===== src/rtl/secded_pkg.sv =====
package secded_pkg;

    localparam int DATA_W = 32;
    localparam int CHK_W  = 7;
    localparam int CODE_W = DATA_W + CHK_W;
    localparam int COL_WT = 3;

    typedef logic [DATA_W-1:0] data_t;
    typedef logic [CHK_W-1:0]  chk_t;
    typedef logic [CODE_W-1:0] code_t;

    typedef struct packed {
        data_t data;
        logic  corrected;
        logic  uncorrectable;
        chk_t  syndrome;
    } rd_result_t;

    // i-th smallest CHK_W-bit value with COL_WT ones
    function automatic chk_t data_column(input int idx);
        int   seen;
        chk_t col;
        chk_t cand;
        seen = 0;
        col  = '0;
        for (int v = 0; v < (1 << CHK_W); v++) begin
            cand = chk_t'(v);
            if ($countones(cand) == COL_WT) begin
                if (seen == idx) col = cand;
                seen++;
            end
        end
        return col;
    endfunction

    // data bits feeding check bit 'row'
    function automatic data_t row_mask(input int row);
        data_t m;
        chk_t  c;
        m = '0;
        for (int i = 0; i < DATA_W; i++) begin
            c    = data_column(i);
            m[i] = c[row];
        end
        return m;
    endfunction

endpackage


===== src/rtl/secded_encoder.sv =====
module secded_encoder
    import secded_pkg::*;
(
    input  data_t data_i,
    output chk_t  check_o
);
    for (genvar gj = 0; gj < CHK_W; gj++) begin : g_row
        localparam data_t MASK = row_mask(gj);
        assign check_o[gj] = ^(data_i & MASK);
    end
endmodule


===== src/rtl/secded_syndrome.sv =====
module secded_syndrome
    import secded_pkg::*;
(
    input  code_t code_i,
    output chk_t  syn_o
);
    chk_t recomputed;

    secded_encoder u_recompute (
        .data_i  (code_i[DATA_W-1:0]),
        .check_o (recomputed)
    );

    assign syn_o = recomputed ^ code_i[CODE_W-1:DATA_W];
endmodule


===== src/rtl/secded_corrector.sv =====
module secded_corrector
    import secded_pkg::*;
(
    input  code_t      code_i,
    input  chk_t       syn_i,
    output rd_result_t res_o
);
    data_t flip;
    logic  check_hit;
    logic  hit;

    for (genvar gi = 0; gi < DATA_W; gi++) begin : g_match
        localparam chk_t COL = data_column(gi);
        assign flip[gi] = (syn_i == COL);
    end

    always_comb begin
        check_hit           = $onehot(syn_i);
        hit                 = (|flip) | check_hit;
        res_o.data          = code_i[DATA_W-1:0] ^ flip;
        res_o.corrected     = hit;
        res_o.uncorrectable = (syn_i != '0) && !hit;
        res_o.syndrome      = syn_i;
    end
endmodule


===== src/rtl/secded_codec.sv =====
module secded_codec
    import secded_pkg::*;
#(
    parameter bit OUT_REG = 1'b1
) (
    input  logic                 clk,
    input  logic                 rst,
    input  logic [DATA_W-1:0]    wr_data,
    output logic [CODE_W-1:0]    wr_code,
    input  logic [CODE_W-1:0]    rd_code,
    output logic [DATA_W-1:0]    rd_data,
    output logic                 rd_corrected,
    output logic                 rd_uncorrectable,
    output logic [CHK_W-1:0]     rd_syndrome
);
    chk_t       enc_check;
    code_t      enc_code;
    chk_t       syn;
    rd_result_t dec;

    secded_encoder u_enc (
        .data_i  (wr_data),
        .check_o (enc_check)
    );

    assign enc_code = {enc_check, wr_data};

    secded_syndrome u_syn (
        .code_i (rd_code),
        .syn_o  (syn)
    );

    secded_corrector u_cor (
        .code_i (rd_code),
        .syn_i  (syn),
        .res_o  (dec)
    );

    if (OUT_REG) begin : g_reg
        code_t      code_q;
        rd_result_t res_q;

        always_ff @(posedge clk) begin
            if (rst) begin
                code_q <= '0;
                res_q  <= '0;
            end else begin
                code_q <= enc_code;
                res_q  <= dec;
            end
        end

        assign wr_code          = code_q;
        assign rd_data          = res_q.data;
        assign rd_corrected     = res_q.corrected;
        assign rd_uncorrectable = res_q.uncorrectable;
        assign rd_syndrome      = res_q.syndrome;

        AST_ENC_DATA_FIELD: assert property (@(posedge clk) disable iff (rst)
            !$past(rst) |-> wr_code[DATA_W-1:0] == $past(wr_data));
        AST_CHK_ERR_KEEPS_DATA: assert property (@(posedge clk) disable iff (rst)
            (!$past(rst) && $onehot(rd_syndrome)) |-> rd_data == $past(rd_code[DATA_W-1:0]));
        AST_UNCORR_PASSES: assert property (@(posedge clk) disable iff (rst)
            (!$past(rst) && rd_uncorrectable) |-> rd_data == $past(rd_code[DATA_W-1:0]));
    end else begin : g_comb
        assign wr_code          = enc_code;
        assign rd_data          = dec.data;
        assign rd_corrected     = dec.corrected;
        assign rd_uncorrectable = dec.uncorrectable;
        assign rd_syndrome      = dec.syndrome;
    end

    AST_FLAGS_EXCLUSIVE: assert property (@(posedge clk) disable iff (rst)
        !(rd_corrected && rd_uncorrectable));
    AST_ZERO_SYN_CLEAN: assert property (@(posedge clk) disable iff (rst)
        (rd_syndrome == '0) |-> (!rd_corrected && !rd_uncorrectable));
    AST_EVEN_SYN_UNCORR: assert property (@(posedge clk) disable iff (rst)
        ((rd_syndrome != '0) && ($countones(rd_syndrome) % 2 == 0)) |-> rd_uncorrectable);
    AST_ONEHOT_SYN_CORR: assert property (@(posedge clk) disable iff (rst)
        $onehot(rd_syndrome) |-> rd_corrected);
endmodule


===== config.mk =====
export PLATFORM = sky130hd
export DESIGN_NAME = secded_codec
export DESIGN_NICKNAME = d
export VERILOG_FILES = /design/src/rtl/secded_pkg.sv /design/src/rtl/secded_encoder.sv /design/src/rtl/secded_syndrome.sv /design/src/rtl/secded_corrector.sv /design/src/rtl/secded_codec.sv
export SDC_FILE = /design/constraint.sdc
export NUM_CORES = 1
export LEC_CHECK = 0
export ABC_AREA = 1
export CAP_MARGIN = 20
export CORE_ASPECT_RATIO = 1.4
export CORE_MARGIN = 1
export CORE_UTILIZATION = 40
export CTS_BUF_LIST = sky130_fd_sc_hd__clkbuf_4
export CTS_CLUSTER_SIZE = 14
export DETAILED_ROUTE_END_ITERATION = 10
export DONT_BUFFER_PORTS = 1
export PLACE_DENSITY = 0.63
export SYNTH_ARGS = -nofsm -noshare
export SYNTH_HDL_FRONTEND = slang
export SYNTH_SLANG_ARGS = --single-unit

===== constraint.sdc =====
create_clock -name clk -period 3.85 [get_ports clk]
set_input_delay 0.1925 -clock clk [delete_from_list [all_inputs] [get_ports clk]]
set_output_delay 0.1925 -clock clk [all_outputs]
set_load 0.1 [all_outputs]

==> metrics.md, run 1 <==
| Metric | Value |
|---|---|
| Setup_tns | 0 ps |
| Endpoints failing hold | 0 |
| Worst min-delay path startpoint | rd_code[13] |
| RSZ-0062 raised after global routing | no |
| Endpoints failing setup | 0 |
| Area after DPL | 4776 um2 |
| Most frequent cells in the layout | nand2_1, dfxtp_1, inv_1 |
| Initial core utilization | 41.08% |
| Vias per cell | 4.872 |
| Status | complete, no violations |
| Pwr dens | 717.0 nW/um2 |
| Overall routed net length | 13330 um |
| Hold path depth | 3 |
| Die ar. | 12030 um2 |
| Multi-input logic area | 2656 um2 |
| Syn Nets | 691 |
| Worst-path fanout max | 5 |
| Reg area | 1602 um2 |
| Vias in the first global route | 4124 |
| IO buf count | 0 |
| Count of unique library cells instantiated by Yosys | 26 |
| Worst EP arrival | 4070 ps |
| Slew headroom | 33.16% |
| Syn_area_per_cell | 7.698 um2 |
| Vias post-DR | 3990 |
| Clock transition at path regs | 150 ps |
| First drt pass iteration count | 4 |
| P&R area growth vs syn | 21.17% |
| Worst slew pin tran | 1001 ps |
| RePlAce Congestion | 0.9914 |
| DR iter-0 viols | 110 |
| Placed Cells | 736 |
| Antenna Nets Post-Route | 0 |
| DP Wirelength | 9608 um |
| Largest net degree at the start of global routing | 54 |
| Worst EP required | 4200 ps |
| CTS tree | built |
| Total of max-cap violations | 0 |
| Fillers | 1082 |
| WL/cell | 16.27 um |
| Kind of critical path | input pin to flop |
| Endpoint, Worst Hold | rd_data[13]$_SDFF_PP0_ |
| Worst IR Drop VDD | 352.3 uV |
| Chip width | 92.97 um |
| Synthesis Warnings | 0 |
| Final Critical Period | 3717 ps |
| Sequential fraction of the synthesis area | 34.56% |
| # DRC | 0 |
| Commonest non-fill, non-tap cell in the layout | nand2_1 |
| Pwr Total | 4026 uW |
| Root Driver | clkbuf_4 |
| #FFs+latches synth | 80 |
| CTS buffer count | 9 |
| Final worst-path cycle share | 96.54% |
| Synth Instances | 602 |
| GR Util All Layers | 22.33% |
| Startpoint types | input pin |
| NumNets Final | 758 |
| Placeable Area | 11280 um2 |
| Max clock buf depth | 2 |
| Worst hold path class | input pin to flop |
| Die height | 129.4 um |
| Overflow after GRT | 0 |
| I/O Pins | 153 |
| Pins Over Slew Limit | 0 |
| First-pass GRT wire length | 20440 um |
| Layout cells sized above 1 | 6.973% |
| Post-route insts no fill | 819 |
| H-tree depth | 3 |
| CP endpoint kind | flop |
| Std-Cell Rows | 46 |
| CTS sink count | 80 |
| Cell Area, Synth | 4634 um2 |
| Fmax | 0.2690 GHz |
| Initial antenna violation count | 1 |
| Leakage power | 0.002656 uW |
| Fin area | 5615 um2 |
==> layer usage <==
layer | vias to the layer above | GRT usage [%] | part of all wire, %
met5 | - | 0 | 0
met3 | 31 | 4.695 | 6.0
met4 | 0 | 12.31 | 3.2
li1 | 1966 | - | -
met2 | 168 | 44.25 | 55
met1 | 1825 | 20.83 | 36
==> cell usage after synthesis (all sizes together) <==
| cell | count | area, um2 |
|---|---|---|
| nor3 | 3 | 15.01 |
| clkbuf | 11 | 42.54 |
| ha | 13 | 162.7 |
| xor2 | 73 | 639.4 |
| or2 | 2 | 12.51 |
| and3 | 1 | 6.260 |
| a21oi | 31 | 155.2 |
| dfxtp | 80 | 1602 |
| o21ai | 22 | 110.1 |
| nor4 | 1 | 6.260 |
| nand2 | 100 | 390.4 |
| xnor2 | 69 | 604.3 |
| nand3 | 31 | 155.2 |
| buf | 1 | 11.26 |
| o41ai | 2 | 17.52 |
| o211ai | 3 | 22.52 |
| nor2 | 66 | 277.8 |
| nand3b | 1 | 7.510 |
| nand4 | 1 | 6.260 |
| inv | 88 | 330.3 |
| fa | 3 | 60.06 |
==> worst max-delay path by stage <==
stage                startpoint                 endpoint  slack, ps  cells past startpoint
floorplan            rd_code[6]  rd_corrected$_SDFF_PP0_        510                     21
global placement     rd_code[1]  rd_corrected$_SDFF_PP0_        290                     20
detailed placement   rd_code[1]  rd_corrected$_SDFF_PP0_        150                     20
CTS                 rd_code[21]  rd_corrected$_SDFF_PP0_        140                     23
global route        rd_code[21]  rd_corrected$_SDFF_PP0_          3                     23
finish              rd_code[21]  rd_corrected$_SDFF_PP0_        130                     23
==> cell type report <==
type / instances / area share [%]
Tap cell: 144 / 3.209
Clock inverter: 7 / 1.671
Sequential cell: 80 / 28.52
Clock buffer: 9 / 1.203
Timing Repair Buffer: 68 / 12.17
Inverter: 88 / 5.882
Antenna cell: 1 / 0.04456
Multi-Input combinational cell: 422 / 47.30
==> stage by stage <==
stage | hold slack (ps) | utilization (%) | setup WS (ps)
after floorplan | 282.6 | - | 505.4
after global placement | 267.9 | 42.34 | 289.9
after detailed placement | 269.4 | 42.34 | 147.9
after CTS | 13.90 | 49.62 | 142.9
after global routing | 41.67 | 49.78 | 3.262
final | 56.42 | 49.78 | 133.2
==> flip-flops by register name, summed over array words and instances, names as in the netlist <==
signal / count
wr_code: 39
rd_corrected: 1
rd_uncorrectable: 1
rd_syndrome: 7
rd_data: 32
==> power breakdown <==
group          switching (uW)  internal [uW]
clock                     309            263
sequential                827            937
combinational            1000            686
==> cell families after synthesis <==
kind of cell               after synthesis  share of synthesized area (%)
AOI/OAI and AO/OA                       58                          6.588
xor gates and xnor gates               142                          26.84
DFF                                     80                          34.56
and+or+nand+nor                        206                          18.93
adders and majority gates               16                          4.806
buffers and inverters                  100                          8.288
==> worst max-delay path, stage by stage <==
cell           delay (ps)
dlygate4sd3_1         560
inv_2                 100
nand2_1                70
nand3_1               110
nand2_1                90
xor2_1                210
xor2_1                310
xnor2_2               150
inv_1                 100
ha_1                  320
fa_1                  500
inv_1                  50
ha_1                  200
fa_1                  400
xnor2_1               140
nand3b_1               70
nand2_1                50
inv_1                  60
nand3_1                70
nor2_1                110
nand3_1                90
nand2_1                70
inv_1                  50
==> timing repair <==
action | 4_1_cts | 5_1_grt
hold buffers | 65 | 0
buffers inserted | 0 | 1
hold endpoints to repair | 76 | 0
gates resized for setup | 0 | 1
endpoints found under the setup margin | 0 | 1
No activity file was read; power rests on OpenSTA's default activity.
==> inputs of run 2 (changes only) <==
==> constraint.sdc (replaced) <==
create_clock -name clk -period 3.85 [get_ports clk]
set_input_delay 0.77 -clock clk [delete_from_list [all_inputs] [get_ports clk]]
set_output_delay 0.77 -clock clk [all_outputs]
set_load 0.1 [all_outputs]
==> metrics.md, run 2 (synthesis results as in run 1) <==
| Metric | Value |
|---|---|
| Status | complete, no violations |
| Root Driver | clkbuf_4 |
| Placeable Area | 11280 um2 |
| Largest register FFs | 39 |
| Antenna Nets Post-Route | 0 |
| Fillers | 1154 |
| NumNets Final | 718 |
| Placed Cells | 762 |
| RePlAce Congestion | 0.9317 |
| CTS tree | built |
| Vias per cell | 4.843 |
| Area after DPL | 4999 um2 |
| Most frequent cells in the layout | nand2_1, dfxtp_1, inv_1 |
| Max clock buf depth | 2 |
| Commonest non-fill, non-tap cell in the layout | nand2_1 |
| Pins Over Slew Limit | 0 |
| Die ar. | 12030 um2 |
| Slew headroom | 33.32% |
| I/O Pins | 153 |
| Hold slack | 391.5 ps |
| CP endpoint kind | flop |
| Fin area | 5141 um2 |
| First-pass GRT wire length | 18900 um |
| Total of max-cap violations | 0 |
| Worst EP arrival | 4030 ps |
| Overflow after GRT | 0 |
| Die height | 129.4 um |
| Fmax | 0.2712 GHz |
| Post-route insts no fill | 779 |
| Std-Cell Rows | 46 |
| Worst slew pin tran | 998.9 ps |
| Setup_tns | 0 ps |
| P&R area growth vs syn | 10.93% |
| Pwr dens | 784.8 nW/um2 |
| Final Critical Period | 3687 ps |
| DP Wirelength | 9921 um |
| First drt pass iteration count | 4 |
| Hold Buf Count CTS | 0 |
| WL/cell | 15.75 um |
| Worst-path fanout max | 4 |
| Startpoint types | input pin |
| Layout cells sized above 1 | 11.99% |
| GR Util All Layers | 20.79% |
| Initial core utilization | 41.08% |
| # DRC | 0 |
| Initial antenna violation count | 1 |
| Clock transition at path regs | 130 ps |
| Worst hold path class | input pin to flop |
| Endpoints failing setup | 0 |
| Worst EP required | 4190 ps |
| Vias post-DR | 3773 |
| Kind of critical path | input pin to flop |
| DR iter-0 viols | 124 |
| Final worst-path cycle share | 95.77% |
| Leakage power | 0.002493 uW |
| Overall routed net length | 12270 um |
| RSZ-0062 raised after global routing | no |
| Vias in the first global route | 3906 |
| Setup bufs post-CTS | 0 |
| Post_cts resized | 0 |
| Endpoints failing hold | 0 |
| CTS buffer count | 9 |
| Worst IR Drop VDD | 336.4 uV |
| Largest net degree at the start of global routing | 55 |
| IO buf count | 0 |
| Pwr Total | 4035 uW |
| Chip width | 92.97 um |
| CTS sink count | 80 |
| H-tree depth | 3 |
-- run 2: stage by stage --
stage / util, % / setup WS [ps]
5_1_grt: 45.57 / 5.282
4_1_cts: 45.55 / 196.7
2_1_floorplan: - / 7.743
3_5_place_dp: 44.31 / -270.1
6_report: 45.57 / 162.7
3_3_place_gp: 44.31 / -159.2
-- run 2: final timing paths --
| check | start | to | slack [ps] | cells after the start |
|---|---|---|---|---|
| setup / recovery | rd_code[21] | rd_corrected$_SDFF_PP0_ | 160 | 21 |
| hold / removal | rst | wr_code[24]$_SDFF_PP0_ | 390 | 1 |
-- run 2: power breakdown --
group	switching, uW	internal, uW	leakage [uW]
sequential	826	937	0.000667
clock	298	211	0.0000691
combinational	1010	757	0.00176
-- run 2: worst max-delay path, cell delays in order --
cell	delay, ps
inv_2	60
nand2_1	70
nand3_1	110
nand2_1	90
xor2_1	170
xor2_1	290
xnor2_1	200
inv_1	100
ha_1	320
fa_1	500
inv_1	40
ha_2	170
fa_2	520
nand3b_1	110
nand2_1	60
inv_1	60
nand3_1	60
nor2_1	90
nand3_1	90
nand2_1	70
inv_1	60
-- run 2: final cells by class --
cell class / count / area (um2) / area share (%)
well taps: 144 / 180.2 / 3.505
multi-input cells: 422 / 2676 / 52.06
flip-flops and latches: 80 / 1602 / 31.15
clock inverters: 5 / 57.56 / 1.119
repair buffers: 28 / 210.2 / 4.089
diodes: 1 / 2.502 / 0.04867
clock buffers: 11 / 82.58 / 1.606
inverters: 88 / 330.3 / 6.425
-- run 2: per-layer routing --
metal | global-route usage (%) | vias up | share of wire [%]
li1 | - | 1882 | -
met1 | 19.38 | 1728 | 35
met2 | 40.44 | 129 | 54
met3 | 5.399 | 34 | 6.1
met4 | 11.49 | 0 | 3.9
met5 | 0 | - | 0
==> inputs of run 3 (changes only) <==
CTS_BUF_LIST = sky130_fd_sc_hd__clkbuf_4 sky130_fd_sc_hd__clkbuf_8   (was sky130_fd_sc_hd__clkbuf_4)
HOLD_SLACK_MARGIN = 0.1   (was default)
MAX_ROUTING_LAYER = met4   (was default)
==> metrics.md, run 3 (synthesis results as in run 1) <==
| Metric | Value |
|---|---|
| # DRC | 0 |
| Worst-path fanout max | 3 |
| Pwr dens | 799.3 nW/um2 |
| Vias in the first global route | 3867 |
| Largest net degree at the start of global routing | 55 |
| NumNets Final | 720 |
| Root Driver | clkbuf_8 |
| Endpoints failing hold | 0 |
| Worst hold path class | input pin to flop |
| Endpoints failing setup | 0 |
| H-tree depth | 3 |
| Met1 wire length | 4427 um |
| Int Power | 2020 uW |
| Layout cells sized above 1 | 12.58% |
| Setup_tns | 0 ps |
| Final worst-path cycle share | 94.99% |
| Sw frac | 51.79% |
| Fmax | 0.2734 GHz |
| P&R area growth vs syn | 13.09% |
| N_diodes | 0 |
| IO buf count | 0 |
| Std-Cell Rows | 46 |
| I/O Pins | 153 |
| First-pass GRT wire length | 18800 um |
| Met2 Wirelength | 6742 um |
| Commonest non-fill, non-tap cell in the layout | nand2_1 |
| Initial core utilization | 41.08% |
| Pins Over Slew Limit | 0 |
| CP endpoint kind | flop |
| First drt pass iteration count | 4 |
| Die height | 129.4 um |
| DR iter-0 viols | 87 |
| Placed Cells | 763 |
| Psw | 2170 uW |
| Worst IR Drop VDD | 314.5 uV |
| GR Util All Layers | 21.65% |
| Hold Buf Count CTS | 0 |
| Final Critical Period | 3657 ps |
| Most frequent cells in the layout | nand2_1, dfxtp_1, inv_1 |
| Overall routed net length | 12440 um |
| Top sig layer | met4 |
| Antenna Nets Post-Route | 0 |
| WL/cell | 15.95 um |
| RePlAce Congestion | 0.9024 |
| RSZ-0062 raised after global routing | yes |
| Worst EP required | 4110 ps |
| CTS buffer count | 9 |
| CTS tree | built |
| Largest register FFs | 39 |
| Slew headroom | 33.23% |
| Leakage power | 0.002543 uW |
| Initial antenna violation count | 0 |
| Vias post-DR | 3768 |
| Post-route insts no fill | 780 |
| Placeable Area | 11280 um2 |
| Total of max-cap violations | 0 |
| Chip width | 92.97 um |
| Clk pwr share | 15.6% |
| Met3 routed WL | 777 um |
| Startpoint types | input pin |
| Clock transition at path regs | 80 ps |
| Kind of critical path | input pin to flop |
| Max clock buf depth | 2 |
| Vias per cell | 4.831 |
| Die ar. | 12030 um2 |
| Worst slew pin tran | 1000 ps |
| Overflow after GRT | 0 |
| Logic gate share of total power | 42.3% |
| Seq pwr share | 42.1% |
| DP Wirelength | 9918 um |
| Worst EP arrival | 3920 ps |
| CTS sink count | 80 |
| Status | complete, no violations |
==> run 3: changes by cell type in the layout (fill, tap and decap cells not counted), moves of 2 or more <==
cell / before / now
inv_6: 0 / 4
buf_4: 28 / 30
clkbuf_4: 11 / 0
clkbuf_8: 0 / 9
clkinvlp_4: 3 / 1
==> run 3: power by group through the flow <==
stage	sequential [uW]	clock [uW]	combinational (uW)
after floorplan	1760	0	1220
after global placement	1780	0	1690
after detailed placement	1780	0	1770
after CTS	1770	678	1780
after global routing	1770	721	2020
final	1760	653	1770
==> run 3: area by class of cell <==
class / instances / area (um2)
clock buffer: 9 / 123.9
timing repair buffer: 30 / 225.2
sequential: 80 / 1602
clock inverter: 7 / 77.57
multi-input combinational: 422 / 2703
inverter: 88 / 330.3
fill: 1125 / 6040
tap: 144 / 180.2
==> run 3: routing by layer <==
metal | GRT usage (%) | vias up
met2 | 39.79 | 143
li1 | - | 1888
met3 | 6.103 | 34
met1 | 20.00 | 1703
met4 | 11.76 | 0
met5 | - | -
==> run 3: what timing repair did <==
item                                    4_1_cts  5_1_grt
setup buffers                                 0        1
endpoints found under the hold margin         0        0
gates resized for setup                       0        3
endpoints found under the setup margin        0        2
==> run 3: final timing paths <==
kind                       start                      end  slack (ps)  cells after the start
worst max-delay path  rd_code[0]  rd_corrected$_SDFF_PP0_         190                     18
worst min-delay path         rst   wr_code[24]$_SDFF_PP0_         470                      1
==> run 3: per-stage QoR <==
stage / hold WS (ps) / setup slack (ps) / total power [uW] / util, % / instance area (um2)
6_report: 467.9 / 193.0 / 4190 / 46.46 / 5241
2_1_floorplan: 860.1 / 7.743 / 2981 / - / 4664
4_1_cts: 440.1 / 145.3 / 4224 / 46.16 / 5207
3_5_place_dp: 847.9 / -258.1 / 3552 / 44.38 / 5006
3_3_place_gp: 845.4 / -136.2 / 3474 / 44.38 / 5006
5_1_grt: 429.8 / -14.61 / 4516 / 46.46 / 5241
==> run 3: critical path, stage by stage <==
cell,delay [ps]
xnor2_4,160
xor2_1,200
xor2_1,180
xor2_1,270
xor2_1,240
ha_1,280
fa_1,510
inv_1,50
ha_2,180
fa_2,510
nand3b_1,100
nand2_1,50
inv_1,60
nand3_1,60
nor2_1,90
nand3_1,90
nand2_1,70
inv_1,50
